File: src/rtl/outcell_pkg.sv
package outcell_pkg;
    typedef enum logic {
        MODE_COMB = 1'b0,
        MODE_REG  = 1'b1
    } cell_mode_e;
endpackage

File: src/rtl/outcell_pol.sv
module outcell_pol #(
    parameter int N_CELLS = 8
) (
    input  logic [N_CELLS-1:0] sum_in,
    input  logic [N_CELLS-1:0] cfg_inv,
    output logic [N_CELLS-1:0] cell_d
);
    always_comb begin
        cell_d = sum_in ^ cfg_inv;
    end
endmodule

File: src/rtl/outcell_ff.sv
module outcell_ff #(
    parameter int N_CELLS = 8
) (
    input  logic               clk,
    input  logic               rst_n,
    input  logic [N_CELLS-1:0] load_en,
    input  logic [N_CELLS-1:0] cell_d,
    output logic [N_CELLS-1:0] q
);
    always_ff @(posedge clk) begin
        if (!rst_n) begin
            q <= '0;
        end else begin
            q <= (q & ~load_en) | (cell_d & load_en);
        end
    end

    AST_REG_LOAD: assert property (@(posedge clk) disable iff (!rst_n)
        1'b1 |=> ((q ^ $past(cell_d)) & $past(load_en)) == '0);
    AST_COMB_HOLD: assert property (@(posedge clk) disable iff (!rst_n)
        1'b1 |=> ((q ^ $past(q)) & ~$past(load_en)) == '0);
    AST_RESET_CLEAR: assert property (@(posedge clk) disable iff (!rst_n)
        !$past(rst_n) |-> q == '0);
endmodule

File: src/rtl/outcell_drv.sv
module outcell_drv
    import outcell_pkg::*;
#(
    parameter int N_CELLS = 8
) (
    input  logic [N_CELLS-1:0] cfg_reg,
    input  logic [N_CELLS-1:0] cell_d,
    input  logic [N_CELLS-1:0] q,
    input  logic [N_CELLS-1:0] comb_oe,
    input  logic               glob_oe_n,
    output logic [N_CELLS-1:0] pad_o,
    output logic [N_CELLS-1:0] pad_en,
    output logic [N_CELLS-1:0] fb_true,
    output logic [N_CELLS-1:0] fb_comp
);
    for (genvar i = 0; i < N_CELLS; i++) begin : g_cell
        cell_mode_e mode;
        assign mode = cell_mode_e'(cfg_reg[i]);

        always_comb begin
            unique case (mode)
                MODE_REG: begin
                    pad_o[i]   = q[i];
                    pad_en[i]  = ~glob_oe_n;
                    fb_true[i] = q[i];
                end
                MODE_COMB: begin
                    pad_o[i]   = cell_d[i];
                    pad_en[i]  = comb_oe[i];
                    fb_true[i] = cell_d[i];
                end
                default: begin
                    pad_o[i]   = 1'b0;
                    pad_en[i]  = 1'b0;
                    fb_true[i] = 1'b0;
                end
            endcase
            fb_comp[i] = ~fb_true[i];
        end
    end
endmodule

File: src/rtl/outcell_bank.sv
module outcell_bank #(
    parameter int N_CELLS = 8
) (
    input  logic               clk,
    input  logic               rst_n,
    input  logic [N_CELLS-1:0] sum_in,
    input  logic [N_CELLS-1:0] cfg_inv,
    input  logic [N_CELLS-1:0] cfg_reg,
    input  logic [N_CELLS-1:0] comb_oe,
    input  logic               glob_oe_n,
    output logic [N_CELLS-1:0] pad_o,
    output logic [N_CELLS-1:0] pad_en,
    output logic [N_CELLS-1:0] fb_true,
    output logic [N_CELLS-1:0] fb_comp
);
    logic [N_CELLS-1:0] cell_d;
    logic [N_CELLS-1:0] q;

    outcell_pol #(.N_CELLS(N_CELLS)) u_pol (
        .sum_in (sum_in),
        .cfg_inv(cfg_inv),
        .cell_d (cell_d)
    );

    outcell_ff #(.N_CELLS(N_CELLS)) u_ff (
        .clk    (clk),
        .rst_n  (rst_n),
        .load_en(cfg_reg),
        .cell_d (cell_d),
        .q      (q)
    );

    outcell_drv #(.N_CELLS(N_CELLS)) u_drv (
        .cfg_reg  (cfg_reg),
        .cell_d   (cell_d),
        .q        (q),
        .comb_oe  (comb_oe),
        .glob_oe_n(glob_oe_n),
        .pad_o    (pad_o),
        .pad_en   (pad_en),
        .fb_true  (fb_true),
        .fb_comp  (fb_comp)
    );

    AST_FB_PAIR: assert property (@(posedge clk) disable iff (!rst_n)
        (fb_true ^ fb_comp) == {N_CELLS{1'b1}});
    AST_REG_ENABLE: assert property (@(posedge clk) disable iff (!rst_n)
        ((pad_en ^ {N_CELLS{~glob_oe_n}}) & cfg_reg) == '0);
    AST_COMB_ENABLE: assert property (@(posedge clk) disable iff (!rst_n)
        ((pad_en ^ comb_oe) & ~cfg_reg) == '0);
    AST_COMB_FEEDBACK: assert property (@(posedge clk) disable iff (!rst_n)
        ((fb_true ^ sum_in ^ cfg_inv) & ~cfg_reg) == '0);
endmodule

File: config.mk
export PLATFORM = sky130hd
export DESIGN_NAME = outcell_bank
export DESIGN_NICKNAME = d
export VERILOG_FILES = /design/src/rtl/outcell_pkg.sv /design/src/rtl/outcell_pol.sv /design/src/rtl/outcell_ff.sv /design/src/rtl/outcell_drv.sv /design/src/rtl/outcell_bank.sv
export SDC_FILE = /design/constraint.sdc
export NUM_CORES = 1
export LEC_CHECK = 0
export BUFFER_PORTS_ARGS = -buffer_cell sky130_fd_sc_hd__buf_2
export CAP_MARGIN = 20
export CORE_UTILIZATION = 39
export DETAILED_ROUTE_END_ITERATION = 16
export PLACE_DENSITY = 0.83
export SYNTH_ARGS = -nofsm -noshare
export SYNTH_HDL_FRONTEND = slang
export SYNTH_SLANG_ARGS = --single-unit
File: constraint.sdc
create_clock -name clk -period 1.2 [get_ports clk]
set_input_delay 0.18 -clock clk [delete_from_list [all_inputs] [get_ports clk]]
set_output_delay 0.18 -clock clk [all_outputs]
set_load 0.02 [all_outputs]
==> results of run 1 <==
## cell families after synthesis
group | share of synthesized area
xor gates and xnor gates | 0.193
muxes | 0.345
AOI/OAI and AO/OA | 0.111
buffers and inverters | 0.130
DFF | 0.221
## layout by cell type, fill, tap and decap left out, drive strengths merged
| master | count |
|---|---|
| inv | 8 |
| xnor2 | 8 |
| mux2i | 16 |
| buf | 66 |
| dfxtp | 8 |
| a21oi | 8 |
| clkbuf | 3 |
| xor2 | 8 |
| o21ai | 8 |
| mux2 | 8 |
## final cells by class
type	count	share of cell area
inverters	8	0.0260
flip-flops and latches	8	0.146
clock buffers	3	0.0195
multi-input cells	56	0.427
well taps	25	0.0271
repair buffers	66	0.354
## repair_timing
item | 4_1_cts | 5_1_grt
setup buffers | 0 | 0
endpoints found under the setup margin | 0 | 14
gates resized for setup | 0 | 38
## final timing paths
| kind | startpoint | end | depth (start not counted) |
|---|---|---|---|
| hold reg to reg | flop | flop | 2 |
| setup reg to reg | flop | flop | 2 |
| setup / recovery | flop | pad_o[6] | 2 |
| hold / removal | cfg_reg[3] | flop | 2 |
## report_power, final
group | internal, mW | total (mW) | leakage, nW | switching (mW)
Clock | 0.115 | 0.210 | 0.0138 | 0.0948
Sequential | 0.291 | 0.307 | 0.0685 | 0.0160
Combinational | 0.280 | 0.601 | 0.552 | 0.321
## routing by layer
layer | global-route usage | vias to the layer above
met3 | 0.0360 | 2
met4 | 0.0727 | 0
met1 | 0.158 | 359
met5 | 0 | -
met2 | 0.345 | 38
li1 | - | 389
## per-stage QoR
step / area [sq um] / setup WS, ns / utilization / std cells / hold WS (ns)
4_1_cts: 1040 / 0.00140 / 0.605 / 166 / 0.167
5_1_grt: 1150 / -0.0147 / 0.668 / 166 / 0.182
3_5_place_dp: 1020 / 0.120 / 0.592 / 163 / 0.446
6_report: 1150 / 0.0220 / 0.668 / 166 / 0.179
2_1_floorplan: 724 / 0.198 / - / 81 / 0.269
3_3_place_gp: 1020 / 0.134 / 0.592 / 163 / 0.432
## synth_stat cells
library cell,count,area share
xor2_1,8,0.097
a21oi_1,8,0.055
inv_1,8,0.041
buf_4,8,0.083
xnor2_1,8,0.097
mux2_2,8,0.12
dfxtp_1,8,0.22
o21ai_0,8,0.055
clkbuf_1,1,0.0052
mux2i_1,16,0.22
==> results_dict.tcl, run 1 <==
set metrics [dict create \
    nets 178 \
    worstPathRequired_ns 1.02 \
    met2_length_mm 1.18 \
    die_y_um 45.1 \
    initial_core_util 0.420 \
    antenna_cells 0 \
    core_sq_um 1730 \
    grt_pass1_vias 659 \
    min_period_over_period 0.982 \
    cts_tree "built" \
    drive_gt1_frac 0.596 \
    total_power_mw 1.12 \
    hold_path.class "in -> reg" \
    tns_ns 0 \
    yosysSeqAreaShare 0.221 \
    postRouteAntennaNets 0 \
    clock-sinks 8 \
    track_usage 0.170 \
    grt_max_degree 9 \
    hold_viol_final 0 \
    io_pins 67 \
    fin_skew_ns 0 \
    drtPass1Iterations 2 \
    netlist_instances 81 \
    wl_met3_um 129 \
    path_delay_family "flip-flops" \
    cts_hold_buffers 0 \
    reg2reg_slack_ns 0.47 \
    rsz0062_at_grt "yes" \
    slew_headroom 0.850 \
    critPathMaxFanout 3 \
    gp_congestion 0.637 \
    worst_setup_path_end_kind "output port" \
    tightest_slew_ns 0.223 \
    fillers 151 \
    routedWlPerCell_um 12.1 \
    dieWidth_um 45.1 \
    crit_chain "mux2_4 -> buf_6" \
    root_buffer "clkbuf_4" \
    grt_overflow 0 \
    cp.buffers_inverters 1 \
    finalWirelength_mm 2.01 \
    regArea_sq_um 169 \
    top_layer "met4" \
    cts.clk_slew.worst_paths_ns 0.06 \
    setup_violations 0 \
    ir_drop_mv 0.622 \
    clkLatencyLatePin_ns 0.24 \
    slowest_delay_ns 0.33 \
    layout_min_cycle_time_ns 1.18 \
    yosysWarnings 0 \
    antenna_found_initial 0 \
    drv_cap 0 \
    wl_met1_um 692 \
    synth_area_per_cell_sq_um 8.94 \
    multi_input_area_sq_um 493 \
    via_count 788 \
    rows 15 \
    layout-area-overhead-vs-synth_pct 59.2 \
    ys_ff_latch 8 \
    htree_num_levels 1 \
    critical-path-slowest-cell "dfxtp_2" \
    path_class "reg -> out" \
    detailed_place_hpwl_mm 1.54 \
    worstPathArrival_ns 1.00 \
    syn-cell-area_sq_um 724 \
    synth_cell_type_count 10 \
    synthesis.nets 116 \
    power.leakage_nw 0.634 \
    slew_viol_final 0 \
    die_area_sq_um 2030 \
    routed_via_density 4.75 \
    numCtsBuffers 3 \
    cts.path.max_buffers 2 \
    io_buffers 66 \
    outcome "finished clean" \
    drt-initial-drc-count 4 \
    p_per_area_nw_per_um2 969 \
    drc_errors 0 \
    start_kind "flop" \
    fmax_ghz 0.849 \
    grt_pass1_wl_mm 2.50 \
]
No activity file was read; power rests on OpenSTA's default activity.
==> inputs of run 2 (changes only) <==
Settings changed: PLACE_DENSITY 0.83 to 0.82.
Clock period 1.2 ns to 1.5 ns, I/O delays scaled along.
==> run 2 against run 1 <==
  * Sequential power shrank 21%
  * Global-route usage down 0.51 points
  * Sequential share of layout area grew 0.69 points
  * Final cell count stayed put
  * Clock skew did not move
  * Final area down 9.4%
  * Setup slack improved by 0.25 ns
  * Hold slack better by 0.056 ns
==> results_dict.tcl, run 2 (same netlist as run 1, synthesis figures left out) <==
set metrics [dict create \
    tns_ns 0 \
    reg2reg_depth 2 \
    tightest_slew_ns 0.180 \
    track_usage 0.165 \
    clock-sinks 8 \
    worstPathRequired_ns 1.27 \
    grt_overflow 0 \
    rows 15 \
    dieWidth_um 45.1 \
    slew_viol_final 0 \
    fillers 167 \
    path_delay_family "flip-flops" \
    gp_congestion 0.661 \
    grt_max_degree 9 \
    worstPathArrival_ns 1.00 \
    crit_chain "mux2_2 -> buf_2" \
    layout-area-overhead-vs-synth_pct 44.2 \
    antenna_found_initial 0 \
    numCtsBuffers 3 \
    regArea_sq_um 160 \
    hold_start "cfg_reg[7]" \
    cts.clk_slew.worst_paths_ns 0.06 \
    clkPwrFrac 0.200 \
    routedWlPerCell_um 10.5 \
    drive_gt1_frac 0.546 \
    critical-path-slowest-cell "dfxtp_1" \
    cts_hold_buffers 0 \
    min_period_over_period 0.819 \
    drtPass1Iterations 3 \
    dp_cells 163 \
    slew_headroom 0.880 \
    multi_input_area_sq_um 470 \
    start_kind "flop" \
    drc_errors 0 \
    nets 178 \
    post-cts-setup-buffers 0 \
    clkLatencyLatePin_ns 0.24 \
    core_sq_um 1730 \
    ir_drop_mv 0.555 \
    hold_path.class "in -> reg" \
    cts_resized 0 \
    drt-initial-drc-count 3 \
    top_layer "met4" \
    die_area_sq_um 2030 \
    antenna_cells 0 \
    finalWirelength_mm 1.74 \
    finalWorstSetupSlack_ns 0.271 \
    slowest_delay_ns 0.33 \
    detailed_place_hpwl_mm 1.43 \
    cp.buffers_inverters 1 \
    hold_depth 2 \
    routed_via_density 4.62 \
    via_count 767 \
    wl_met3_um 124 \
    met2_length_um 939 \
    root_buffer "clkbuf_4" \
    fmax_ghz 0.814 \
    setup_violations 0 \
    final_cell_mix "buf_2 (66), mux2i_1 (16)" \
    final_cells 166 \
    pwr-share-comb 0.501 \
    postRouteAntennaNets 0 \
    io_pins 67 \
    cts.path.max_buffers 2 \
    outcome "finished clean" \
    fin_skew_ns 0 \
    rsz0062_at_grt "no" \
    layout_commonest_cell "buf_2" \
    htree_num_levels 1 \
    grt_pass1_vias 638 \
    hold_viol_final 0 \
    reg2reg_slack_ns 0.83 \
    p_int_mw 0.489 \
    total_power_mw 0.811 \
    pre_cts_ws_ns 0.332 \
    wl_met1_um 659 \
    seqPwrFrac 0.299 \
    critPathMaxFanout 3 \
    initial_core_util 0.420 \
    io_buffers 66 \
    die_y_um 45.1 \
    path_class "reg -> out" \
    cts_tree "built" \
    power.leakage_nw 0.588 \
    grt_pass1_wl_mm 2.43 \
    layout_min_cycle_time_ns 1.23 \
    finish.utilization 0.605 \
    p_sw_mw 0.322 \
    worst_setup_path_end_kind "output port" \
    drv_cap 0 \
    p_per_area_nw_per_um2 777 \
    p_sw_frac 0.397 \
]
-- run 2: changes by cell type in the layout (fill, tap and decap cells not counted) --
cell | before | now
buf_6 | 12 | 0
buf_2 | 53 | 66
buf_4 | 1 | 0
mux2_4 | 6 | 0
dfxtp_2 | 7 | 0
mux2_2 | 2 | 8
dfxtp_1 | 1 | 8
-- run 2: layout make-up --
type	instances	area share
timing repair buffer	66	0.316
clock buffer	3	0.0216
multi-input combinational	56	0.450
sequential	8	0.153
tap	25	0.0299
inverter	8	0.0287
-- run 2: per-stage QoR --
step	hold slack (ns)	cell area, sq um
after floorplan	0.314	724
after global placement	0.479	1020
after detailed placement	0.498	1020
after CTS	0.233	1040
after global routing	0.228	1040
final	0.235	1040
-- run 2: power groups by stage --
stage | Sequential [mW] | Clock [mW] | Combinational, mW
after global routing | 0.244 | 0.178 | 0.438
after floorplan | 0.242 | 0 | 0.278
after global placement | 0.245 | 0 | 0.400
after CTS | 0.243 | 0.164 | 0.409
after detailed placement | 0.246 | 0 | 0.408
final | 0.242 | 0.162 | 0.407
-- run 2: how the worst max path moves through the flow --
stage,from,end,depth (start not counted)
floorplan,cfg_inv[0],pad_o[0],3
global placement,cfg_inv[1],pad_o[1],4
detailed placement,cfg_inv[1],pad_o[1],4
CTS,flop,fb_true[0],2
global route,flop,pad_o[4],2
finish,flop,fb_true[3],2
-- run 2: per-layer routing --
metal,GRT usage,vias to the layer above
met5,0,-
met2,0.322,37
met3,0.0400,2
met4,0.0667,0
met1,0.163,338
li1,-,390
==> inputs of run 3 (changes only) <==
Settings changed: ABC_AREA set to 1, PLACE_DENSITY 0.82 to 0.77.
Clock period 1.5 ns to 1.25 ns, I/O delays scaled along.
==> run 3 against run 2 <==
  * Critical path depth up 1
  * Register-to-register slack worse by 0.26 ns
  * Sequential share of layout area shrank 2.1 points
  * Sequential power grew 18%
  * Non-clock buffer count did not move
  * Final area increased by 16%
  * Area after synthesis is 19% higher
  * Die area up 18%
  * Routed wire length rose by 22%
  * Count of clock-buffer cells in the layout did not move
  * Final cell count is 50% higher
==> results_dict.tcl, run 3 <==
set metrics [dict create \
    power.leakage_nw 0.754 \
    clock-sinks 8 \
    initial_core_util 0.428 \
    synthesis.nets 196 \
    grt_pass1_vias 866 \
    yosysWarnings 0 \
    postRouteAntennaNets 0 \
    htree_num_levels 1 \
    io_buffers 66 \
    setup_violations 0 \
    total_power_mw 0.966 \
    syn-cell-area_sq_um 865 \
    final_cell_mix "buf_2 (62), nand2_1 (48), inv_1 (26)" \
    path_class "reg -> out" \
    min_period_over_period 0.953 \
    slew_viol_final 0 \
    io_pins 67 \
    fin_skew_ns 0 \
    antenna_cells 0 \
    drtPass1Iterations 4 \
    post-cts-setup-buffers 0 \
    gp_congestion 0.778 \
    ys_ff_latch 8 \
    rsz0062_at_grt "yes" \
    layout-area-overhead-vs-synth_pct 39.8 \
    cts_tree "built" \
    drv_cap 0 \
    numCtsBuffers 3 \
    synth_cell_type_count 9 \
    die_area_sq_um 2410 \
    detailed_place_hpwl_mm 1.75 \
    nets 259 \
    synth_edf_count 0 \
    antenna_found_initial 0 \
    core_sq_um 2020 \
    root_buffer "clkbuf_4" \
    reg2reg_depth 4 \
    synth_area_per_cell_sq_um 5.37 \
    grt_pass1_wl_mm 3.33 \
    worstPathArrival_ns 1.00 \
    dpl-instance-area_sq_um 1170 \
    slew_headroom 0.839 \
    pre_cts_ws_ns 0.281 \
    dp_cells 246 \
    via_count 1103 \
    grt_max_degree 9 \
    layout_min_cycle_time_ns 1.19 \
    grt_overflow 0 \
    cts_resized 0 \
    drt-initial-drc-count 16 \
    outcome "finished clean" \
    worstPathRequired_ns 1.06 \
    routedWlPerCell_um 8.51 \
    cts.clk_slew.worst_paths_ns 0.05 \
    p_per_area_nw_per_um2 800 \
    cts_hold_buffers 0 \
    netlist_instances 161 \
    yosysSeqAreaShare 0.185 \
    yosys.area.top_type "nand2_1" \
    synth_most_common_cell "nand2_1" \
    start_kind "flop" \
    final_cells 249 \
    finalWorstSetupSlack_ns 0.0585 \
    hold_depth 4 \
    layout_commonest_cell "buf_2" \
    drc_errors 0 \
    fmax_ghz 0.839 \
    clkLatencyLatePin_ns 0.24 \
    synthTopCellsByCount "nand2_1 (48), inv_1 (26), nand3_1 (24)" \
    yosysTopAreaCellShare 0.208 \
    critPathMaxFanout 2 \
    tightest_slew_ns 0.242 \
    async_flop_share 0 \
    die_y_um 49.1 \
    routed_via_density 4.43 \
    finalWirelength_mm 2.12 \
    stdcell_area_sq_um 1210 \
    hold_path.class "in -> reg" \
    track_usage 0.178 \
    cts.path.max_buffers 2 \
    dieWidth_um 49.1 \
    worst_setup_path_end_kind "output port" \
    hold_viol_final 0 \
    drive_gt1_frac 0.423 \
    rows 16 \
    ir_drop_mv 0.498 \
    ys_top_cells_by_area "nand2_1 (21%), dfxtp_1 (19%), nand3_1 (14%)" \
    synthFlopType "dfxtp_1" \
]
[run 3: changes by cell type in the layout (fill, tap and decap cells not counted), sizes merged]
cell,before,now
inv,8,41
mux2,8,0
mux2i,16,0
nand2,0,48
nand3,0,24
o21ai,8,24
xnor2,8,0
xor2,8,0
[run 3: layout make-up]
cell class	count	area, sq um
well taps	27	33.8
inverters	41	154
multi-input cells	104	498
repair buffers	66	340
flip-flops and latches	8	160
fillers	223	813
clock buffers	3	22.5
[run 3: per-stage QoR]
step	utilization	hold WS, ns	setup TNS, ns
after floorplan	-	0.350	0
after global placement	0.578	0.482	0
after detailed placement	0.578	0.488	0
after CTS	0.589	0.218	0
after global routing	0.598	0.241	-0.0275
final	0.598	0.233	0
[run 3: worst max-delay path: stages (launching register included)]
cell and delay, ns:
dfxtp_1 0.32, inv_1 0.06, o21ai_1 0.18, buf_2 0.20
[run 3: power by group]
group	switching, mW	internal, mW
registers	0.00986	0.275
clock network	0.0773	0.109
logic	0.313	0.182
[run 3: final timing paths]
kind	start	to	slack (ns)
max	flop	fb_true[5]	0.06
min	cfg_reg[2]	flop	0.23
max reg2reg	flop	flop	0.57
min reg2reg	flop	flop	0.57
[run 3: layer usage]
metal / up-vias / GRT usage / wire [um]
met5: - / 0 / 0
met4: 0 / 0.0588 / 0
met3: 0 / 0.0561 / 141
met2: 40 / 0.272 / 904
met1: 440 / 0.233 / 1080
li1: 623 / - / -
[run 3: cell families (layout without fill, tap and decap cells)]
logic type,after synthesis,after routing,share of synthesized area
buf+inv,49,110,0.247
simple gates,72,72,0.347
compound gates,32,32,0.220
flops,8,8,0.185
